==> src/rtl/mt_pkg.sv <==
// Shared widths, register addresses and mask layout for the period timer.
package mt_pkg;
    parameter int TMR_W  = 16;
    parameter int OVF_W  = 20;
    parameter int ADDR_W = 4;
    localparam int TOP_W = OVF_W - 16;   // overflow bits held in the top byte register

    localparam logic [ADDR_W-1:0] A_CTRL  = 4'd0;
    localparam logic [ADDR_W-1:0] A_PER_L = 4'd1;
    localparam logic [ADDR_W-1:0] A_PER_H = 4'd2;
    localparam logic [ADDR_W-1:0] A_OVC_L = 4'd3;
    localparam logic [ADDR_W-1:0] A_OVC_M = 4'd4;
    localparam logic [ADDR_W-1:0] A_OVC_H = 4'd5;
    localparam logic [ADDR_W-1:0] A_OCC_L = 4'd6;
    localparam logic [ADDR_W-1:0] A_OCC_M = 4'd7;
    localparam logic [ADDR_W-1:0] A_OCC_H = 4'd8;

    // Interrupt masks, packed in the order they occupy bits 7..5 of the top compare register
    typedef struct packed {
        logic tcmp;
        logic ovf;
        logic ofcmp;
    } irq_mask_t;
endpackage

==> src/rtl/mt_regs.sv <==
// Register file and bus port of the period timer.
// Holds run, period, overflow-count staging, overflow compare value and masks,
// and returns read data one cycle after rd_en. Assumes single-cycle strobes.
module mt_regs
    import mt_pkg::*;
(
    input  logic              clk,
    input  logic              rst_n,
    input  logic [ADDR_W-1:0] addr,
    input  logic              wr_en,
    input  logic [7:0]        wdata,
    input  logic              rd_en,
    output logic [7:0]        rdata,
    input  logic [TMR_W-1:0]  cap_tmr,
    input  logic [OVF_W-1:0]  cap_ovf,
    input  logic [OVF_W-1:0]  ovf_cnt,
    output logic              run,
    output logic [TMR_W-1:0]  period,
    output logic              ld_stb,
    output logic [OVF_W-1:0]  ld_val,
    output logic [OVF_W-1:0]  cmp_val,
    output irq_mask_t         mask
);
    logic [7:0]       stg_lo, stg_mid;
    logic [7:0]       rd_mux;
    logic [7:0]       rdata_q;
    logic [TOP_W-1:0] nib_w;

    assign nib_w  = wdata[TOP_W-1:0];
    assign ld_stb = wr_en && (addr == A_OVC_H);
    assign ld_val = {nib_w, stg_mid, stg_lo};
    assign rdata  = rdata_q;

    // Control, period, staging, compare and mask registers written from the bus
    always_ff @(posedge clk) begin
        if (!rst_n) begin
            run     <= 1'b0;
            period  <= '1;
            stg_lo  <= '0;
            stg_mid <= '0;
            cmp_val <= '0;
            mask    <= '0;
        end else if (wr_en) begin
            case (addr)
                A_CTRL:  run           <= wdata[0];
                A_PER_L: period[7:0]   <= wdata;
                A_PER_H: period[15:8]  <= wdata;
                A_OVC_L: stg_lo        <= wdata;
                A_OVC_M: stg_mid       <= wdata;
                A_OCC_L: cmp_val[7:0]  <= wdata;
                A_OCC_M: cmp_val[15:8] <= wdata;
                A_OCC_H: begin
                    cmp_val[OVF_W-1:16] <= nib_w;
                    mask                <= wdata[7:5];
                end
                default: ;
            endcase
        end
    end

    // Read selection: direction-split addresses return captured values
    always_comb begin
        rd_mux = '0;
        case (addr)
            A_CTRL:  rd_mux = {7'd0, run};
            A_PER_L: rd_mux = cap_tmr[7:0];
            A_PER_H: rd_mux = cap_tmr[15:8];
            A_OVC_L: rd_mux = ovf_cnt[7:0];
            A_OVC_M: rd_mux = ovf_cnt[15:8];
            A_OVC_H: rd_mux = {{(8-TOP_W){1'b0}}, ovf_cnt[OVF_W-1:16]};
            A_OCC_L: rd_mux = cap_ovf[7:0];
            A_OCC_M: rd_mux = cap_ovf[15:8];
            A_OCC_H: rd_mux = {mask, 1'b0, cap_ovf[OVF_W-1:16]};
            default: rd_mux = '0;
        endcase
    end

    // Registered read port, zero when no read was requested
    always_ff @(posedge clk) begin
        if (!rst_n) rdata_q <= '0;
        else        rdata_q <= rd_en ? rd_mux : 8'd0;
    end

    // no read strobe leaves the read data at zero
    assert_idle_rdata_R12: assert property (@(posedge clk) disable iff (!rst_n)
        !rd_en |=> (rdata == 8'd0));
    // bit 4 of the top compare register always reads zero
    assert_rsvd_bit_R8: assert property (@(posedge clk) disable iff (!rst_n)
        (rd_en && addr == A_OCC_H) |=> (rdata[4] == 1'b0));
endmodule

==> src/rtl/mt_core.sv <==
// Timer and overflow counter datapath.
// Counts while run is set, restarts at or above the period, steps the 20-bit
// overflow count, honours the staged count load (plus one on a coincident
// overflow) and latches both values on capture. Assumes ld_stb is one cycle.
module mt_core
    import mt_pkg::*;
(
    input  logic             clk,
    input  logic             rst_n,
    input  logic             run,
    input  logic [TMR_W-1:0] period,
    input  logic             ld_stb,
    input  logic [OVF_W-1:0] ld_val,
    input  logic             capture_in,
    output logic [TMR_W-1:0] tmr,
    output logic [OVF_W-1:0] ovf_cnt,
    output logic             ovf_evt,
    output logic [OVF_W-1:0] ovf_nxt,
    output logic [TMR_W-1:0] cap_tmr,
    output logic [OVF_W-1:0] cap_ovf
);
    assign ovf_evt = run && (tmr >= period);

    // Next overflow count: a load wins, and a coincident overflow adds one to it
    always_comb begin
        if (ld_stb)       ovf_nxt = ld_val + OVF_W'(ovf_evt);
        else if (ovf_evt) ovf_nxt = ovf_cnt + 1'b1;
        else              ovf_nxt = ovf_cnt;
    end

    // Timer and overflow count registers
    always_ff @(posedge clk) begin
        if (!rst_n) begin
            tmr     <= '0;
            ovf_cnt <= '0;
        end else begin
            if (run) tmr <= ovf_evt ? '0 : tmr + 1'b1;
            ovf_cnt <= ovf_nxt;
        end
    end

    // Capture latches the timer and the overflow count on the same edge
    always_ff @(posedge clk) begin
        if (!rst_n) begin
            cap_tmr <= '0;
            cap_ovf <= '0;
        end else if (capture_in) begin
            cap_tmr <= tmr;
            cap_ovf <= ovf_cnt;
        end
    end

    // at or above the period the timer restarts from zero
    assert_wrap_R2: assert property (@(posedge clk) disable iff (!rst_n)
        (run && tmr >= period) |=> (tmr == '0));
    // below the period the timer steps by one and the count is untouched
    assert_step_R2: assert property (@(posedge clk) disable iff (!rst_n)
        (run && tmr < period && !ld_stb) |=> (tmr == $past(tmr) + 1'b1) && $stable(ovf_cnt));
    // stopped counters hold
    assert_idle_hold_R3: assert property (@(posedge clk) disable iff (!rst_n)
        (!run && !ld_stb) |=> $stable(tmr) && $stable(ovf_cnt));
    // load that meets an overflow keeps the increment
    assert_load_inc_R5: assert property (@(posedge clk) disable iff (!rst_n)
        (ld_stb && run && tmr >= period) |=> (ovf_cnt == $past(ld_val) + 1'b1));
    // capture holds the pre-edge pair
    assert_capture_pair_R7: assert property (@(posedge clk) disable iff (!rst_n)
        capture_in |=> (cap_tmr == $past(tmr)) && (cap_ovf == $past(ovf_cnt)));
endmodule

==> src/rtl/mt_irq.sv <==
// Interrupt pulse generation.
// Registers one-cycle pulses for a timer-compare match, a timer overflow and
// the overflow count reaching its compare value, each gated by its mask.
module mt_irq
    import mt_pkg::*;
(
    input  logic             clk,
    input  logic             rst_n,
    input  logic             tcmp_hit,
    input  logic             ovf_evt,
    input  logic [OVF_W-1:0] ovf_nxt,
    input  logic [OVF_W-1:0] cmp_val,
    input  irq_mask_t        mask,
    output logic             irq_tcmp,
    output logic             irq_ovf,
    output logic             irq_ofcmp
);
    // Masked event pulses, one cycle after their cause
    always_ff @(posedge clk) begin
        if (!rst_n) begin
            irq_tcmp  <= 1'b0;
            irq_ovf   <= 1'b0;
            irq_ofcmp <= 1'b0;
        end else begin
            irq_tcmp  <= mask.tcmp && tcmp_hit;
            irq_ovf   <= mask.ovf && ovf_evt;
            irq_ofcmp <= mask.ofcmp && ovf_evt && (ovf_nxt == cmp_val);
        end
    end

    // overflow pulse never appears with its mask clear
    assert_ovf_masked_R9: assert property (@(posedge clk) disable iff (!rst_n)
        !mask.ovf |=> !irq_ovf);
    // count-compare pulse only follows an overflow edge
    assert_ofcmp_cause_R10: assert property (@(posedge clk) disable iff (!rst_n)
        !ovf_evt |=> !irq_ofcmp);
    // timer-compare pulse follows its match input
    assert_tcmp_follow_R11: assert property (@(posedge clk) disable iff (!rst_n)
        (mask.tcmp && tcmp_hit) |=> irq_tcmp);
endmodule

==> src/rtl/mac_tick_timer.sv <==
// Top of the period timer with extended overflow count.
// Connects the register file, the counting datapath and the interrupt stage.
// Assumes synchronous active-low reset and single-cycle bus strobes.
module mac_tick_timer
    import mt_pkg::*;
(
    input  logic              clk,
    input  logic              rst_n,
    input  logic [ADDR_W-1:0] addr,
    input  logic              wr_en,
    input  logic [7:0]        wdata,
    input  logic              rd_en,
    output logic [7:0]        rdata,
    input  logic              capture_in,
    input  logic              tcmp_hit,
    output logic              irq_tcmp,
    output logic              irq_ovf,
    output logic              irq_ofcmp
);
    logic             run, ld_stb, ovf_evt;
    logic [TMR_W-1:0] period, tmr, cap_tmr;
    logic [OVF_W-1:0] ld_val, cmp_val, ovf_cnt, ovf_nxt, cap_ovf;
    irq_mask_t        mask;

    mt_regs u_regs (
        .clk(clk), .rst_n(rst_n), .addr(addr), .wr_en(wr_en), .wdata(wdata),
        .rd_en(rd_en), .rdata(rdata), .cap_tmr(cap_tmr), .cap_ovf(cap_ovf),
        .ovf_cnt(ovf_cnt), .run(run), .period(period), .ld_stb(ld_stb),
        .ld_val(ld_val), .cmp_val(cmp_val), .mask(mask)
    );

    mt_core u_core (
        .clk(clk), .rst_n(rst_n), .run(run), .period(period), .ld_stb(ld_stb),
        .ld_val(ld_val), .capture_in(capture_in), .tmr(tmr), .ovf_cnt(ovf_cnt),
        .ovf_evt(ovf_evt), .ovf_nxt(ovf_nxt), .cap_tmr(cap_tmr), .cap_ovf(cap_ovf)
    );

    mt_irq u_irq (
        .clk(clk), .rst_n(rst_n), .tcmp_hit(tcmp_hit), .ovf_evt(ovf_evt),
        .ovf_nxt(ovf_nxt), .cmp_val(cmp_val), .mask(mask), .irq_tcmp(irq_tcmp),
        .irq_ovf(irq_ovf), .irq_ofcmp(irq_ofcmp)
    );
endmodule

==> config.mk <==
export PLATFORM = sky130hd
export DESIGN_NAME = mac_tick_timer
export DESIGN_NICKNAME = d
export VERILOG_FILES = /design/src/rtl/mt_pkg.sv /design/src/rtl/mt_regs.sv /design/src/rtl/mt_core.sv /design/src/rtl/mt_irq.sv /design/src/rtl/mac_tick_timer.sv
export SDC_FILE = /design/constraint.sdc
export NUM_CORES = 1
export LEC_CHECK = 0
export BUFFER_PORTS_ARGS = -buffer_cell sky130_fd_sc_hd__buf_4
export CORE_AREA = 4 4 121 123
export DETAILED_ROUTE_END_ITERATION = 10
export DIE_AREA = 0 0 125 127
export PLACE_DENSITY_LB_ADDON = 0.2
export SYNTH_ARGS = -nofsm -noshare
export SYNTH_HDL_FRONTEND = slang
export SYNTH_SLANG_ARGS = --single-unit
==> constraint.sdc <==
create_clock -name clk -period 9.1 [get_ports clk]
set_input_delay 0 -clock clk [delete_from_list [all_inputs] [get_ports clk]]
set_output_delay 0 -clock clk [all_outputs]
set_load 0.01 [all_outputs]
==> qor.txt <==
Design Power: 1450 uW
Hold-fix buffers, CTS: 14
Final Util: 0.615
Wire length of the first global-routing pass: 34500 um
Min Clock Period, post-route: 4.55 ns
Worst r2r path cells: 15
Die width: 125 um
CTS tree: yes
RD Place Congestion: 0.970
Routed Antenna Nets: 0
Hold Crit Class: in -> reg
Actual slew at the worst max-slew pin: 1.10 ns
Starting density of the core: 0.541
Slew Limit Fails: 0
Area grow syn2layout: 13.6%
Fmax: 220 MHz
IO Pins: 29
MaxCap Viol Count: 0
Setup violators final: 0
Fill cells: 1210
R2R Path End: u_irq.irq_ofcmp
Mux contribution to synthesized area: 0.134
Data required time of the critical path: 9.44 ns
Cts repair resizes: 0
Fin. Hold Viols: 0
Crit. End Element: register
VDD IR max: 118 uV
Syn Area/Cell: 8.49 um2
Yosys cell types: 66
Post-Synth Adder-Cell Area: 0.0339
1st-iter DRT viols: 792
Clk sinks: 139
Largest family of logic cells by synthesized area: simple AND/OR/NAND/NOR gates
P_leak: 0.00342 uW
Sequential element share of the synthesized area: 0.376
Antenna violations before repair: 0
Synth warn: 0
Largest net degree at the start of global routing: 58
CP Max Fanout: 16
Hold slack: 0.0585 ns
Status: finished clean
Clock Tree Root: clkbuf_16
Total number of vias: 6547
CTS Buf Count: 17
Clk slew on worst S/H paths: 0.06 ns
Total grt overflow: 0
Clock Skew: 0.00721 ns
Reg2reg start: u_core.tmr[11]
Fraction of the mapped netlist area in compound gates: 0.125
Core area: 0.0137 mm2
Setup bufs post-CTS: 0
Cell chain of the critical path: ha_1 > nand4_1 > a211o_1 > o32a_4 > a21boi_2 > ha_1 > nand3_2 > nor4_1 > nand4_1 > xor2_1 > o221ai_1 > o31ai_1 > and4_1 > nand3_1 > nor4_2
Post-detail-place hpwl: 15100 um
Max_slew headroom: 0.263
H-tree levels: 4
Mapped Area: 0.00739 mm2
First-pass DRT Iterations: 6
Worst-skew pair later-pin latency: 0.43 ns
Total Wirelength: 21400 um
Die Ht: 127 um
Power Density: 172 mW/mm2
Die ar.: 0.0159 mm2
CTS Buffer Depth: 2
Kind of critical path: reg -> reg
Slowest cell delay on critical path: 0.76 ns
Syn nets: 909
Top FF cell, synth: dfxtp_1
Simple-gate share of the synthesized area: 0.214
Unrepaired setup endpoints after global routing: no
Worst hold start: addr[2]
Xor/xnor cell area share of the yosys netlist: 0.0711
Final cell count without fillers: 1072
Final nets: 917
Reg2Reg Setup Slack: 4.55 ns
Number of synthesized flops with an enable pin: 0
Vias per cell: 6.11
Syn Inst Count: 871
#FFs+latches synth: 139
Total track usage: 0.275
Async set-or-reset flop fraction in the synthesized netlist: 0
Rows: 43
Fin Setup TNS: 0 ns
Slowest CP cell: nor4_1
Worst Setup SP: u_core.tmr[11]
N_diodes: 0
Worst hold endpoint: u_regs.rdata[3]
Buffers on Ports: 28
Fin crit share: 0.500
Vias in the first global route: 6248
DR WL/cell: 19.9 um
Hold depth: 3
Drt drc: 0
Placed Cells: 1026
Arrival time worst endpoint: 4.89 ns
Share of cells above drive strength 1: 0.0975
Setup crit start kind: register
==> cells in the mapped netlist (2+ instances only) <==
library cell  instances  area [um2]
a2111oi_0             2        17.5
and4_1                2        17.5
ha_1                 20         250
nor4_1                7        43.8
o21ai_0              11        55.1
nand3_1              34         170
dfxtp_1             139        2780
and3_1               12        75.1
nor3b_1               2        15.0
o32ai_1               3        26.3
nor4_2                2        25.0
a32oi_1               5        43.8
o22ai_1               3        18.8
a22o_1                5        43.8
o221ai_1              2        17.5
or2_2                 2        12.5
xnor2_1              28         245
o211a_1               2        20.0
nand4_1              19         119
o31ai_1               2        15.0
o211ai_1             11        82.6
buf_1                 7        26.3
a21oi_1              34         170
clkbuf_1             41         154
nor3_1               13        65.1
buf_2                 7        35.0
mux2i_1              89         891
a221oi_1              4        35.0
nor2b_1               6        37.5
inv_1                29         109
a22oi_1               5        37.5
nor2_1              135         507
and2_1                6        37.5
nand3_2               2        20.0
nand2b_1              7        43.8
xor2_1               32         280
a311o_1               2        20.0
o21a_1                2        15.0
mux2_2                9         101
a211oi_1             22         165
a31oi_1               2        12.5
nand2_1              80         300
==> flip-flops by register name, summed over array words and instances (netlist names), 3 cells and up <==
signal	count
u_regs.rdata	8
u_core.cap_ovf	20
u_regs.period	16
u_regs.mask	3
u_regs.stg_lo	8
u_core.ovf_cnt	20
u_regs.stg_mid	8
u_core.cap_tmr	16
u_regs.cmp_val	20
u_core.tmr	16
==> through the flow <==
| stage | instance area [um2] | setup WS (ns) |
|---|---|---|
| floorplan | 7390 | 5.20 |
| global placement | 7620 | 4.81 |
| detailed placement | 7620 | 4.68 |
| CTS | 8400 | 4.64 |
| global route | 8400 | 4.15 |
| finish | 8400 | 4.55 |
==> layer usage <==
layer,track usage,wire length (um)
met1,0.374,9550
met2,0.439,9910
met3,0.0456,1300
met4,0.114,618
met5,0,0
==> kinds of logic (layout without fill, tap and decap cells) <==
logic type | after synthesis | in the layout
xor+xnor | 60 | 60
compound gates | 128 | 128
simple gates | 340 | 340
fa+ha+maj | 20 | 20
buf+inv | 86 | 107
mux | 98 | 98
flops | 139 | 139
==> critical path, delay by kind of cell (launching register included) <==
| kind | cells | cell delay, ns |
|---|---|---|
| compound gates | 5 | 1.44 |
| xor+xnor | 1 | 0.27 |
| fa+ha+maj | 2 | 0.60 |
| flops | 1 | 0.35 |
| simple gates | 7 | 1.79 |
==> final cells by class <==
class,count,area (um2),share of cell area
multi-input combinational,646,4270,0.508
sequential,139,2780,0.331
clock buffer,19,443,0.0527
timing repair buffer,45,373,0.0444
tap,180,225,0.0268
clock inverter,13,194,0.0231
inverter,30,113,0.0134
==> layout by cell type (no fill, tap or decap), types with 9 or more instances in the layout <==
master           n
a21oi_1         34
xnor2_1         28
a211oi_1        22
nor3_1          13
mux2_2           9
nand2_1         80
nand4_1         19
clkbuf_16       17
inv_1           29
buf_4           31
o211ai_1        11
dfxtp_1        139
mux2i_1         89
dlygate4sd3_1   14
nand3_1         34
o21ai_0         11
xor2_1          32
ha_1            20
and3_1          12
nor2_1         135
==> worst max path at each step <==
stage	end	slack, ns	cells past startpoint
detailed placement	u_irq.irq_ofcmp	4.68	15
global route	u_irq.irq_ofcmp	4.15	15
CTS	u_irq.irq_ofcmp	4.64	15
floorplan	u_irq.irq_ofcmp	5.20	16
finish	u_irq.irq_ofcmp	4.55	15
global placement	u_irq.irq_ofcmp	4.81	15
==> report_power, final <==
group | switching [uW] | internal [uW] | leakage [uW]
Combinational | 52.2 | 29.8 | 0.00200
Clock | 275 | 468 | 0.000307
Sequential | 8.58 | 615 | 0.00112
Total | 336 | 1110 | 0.00342
(Power assumes the default switching activity.)
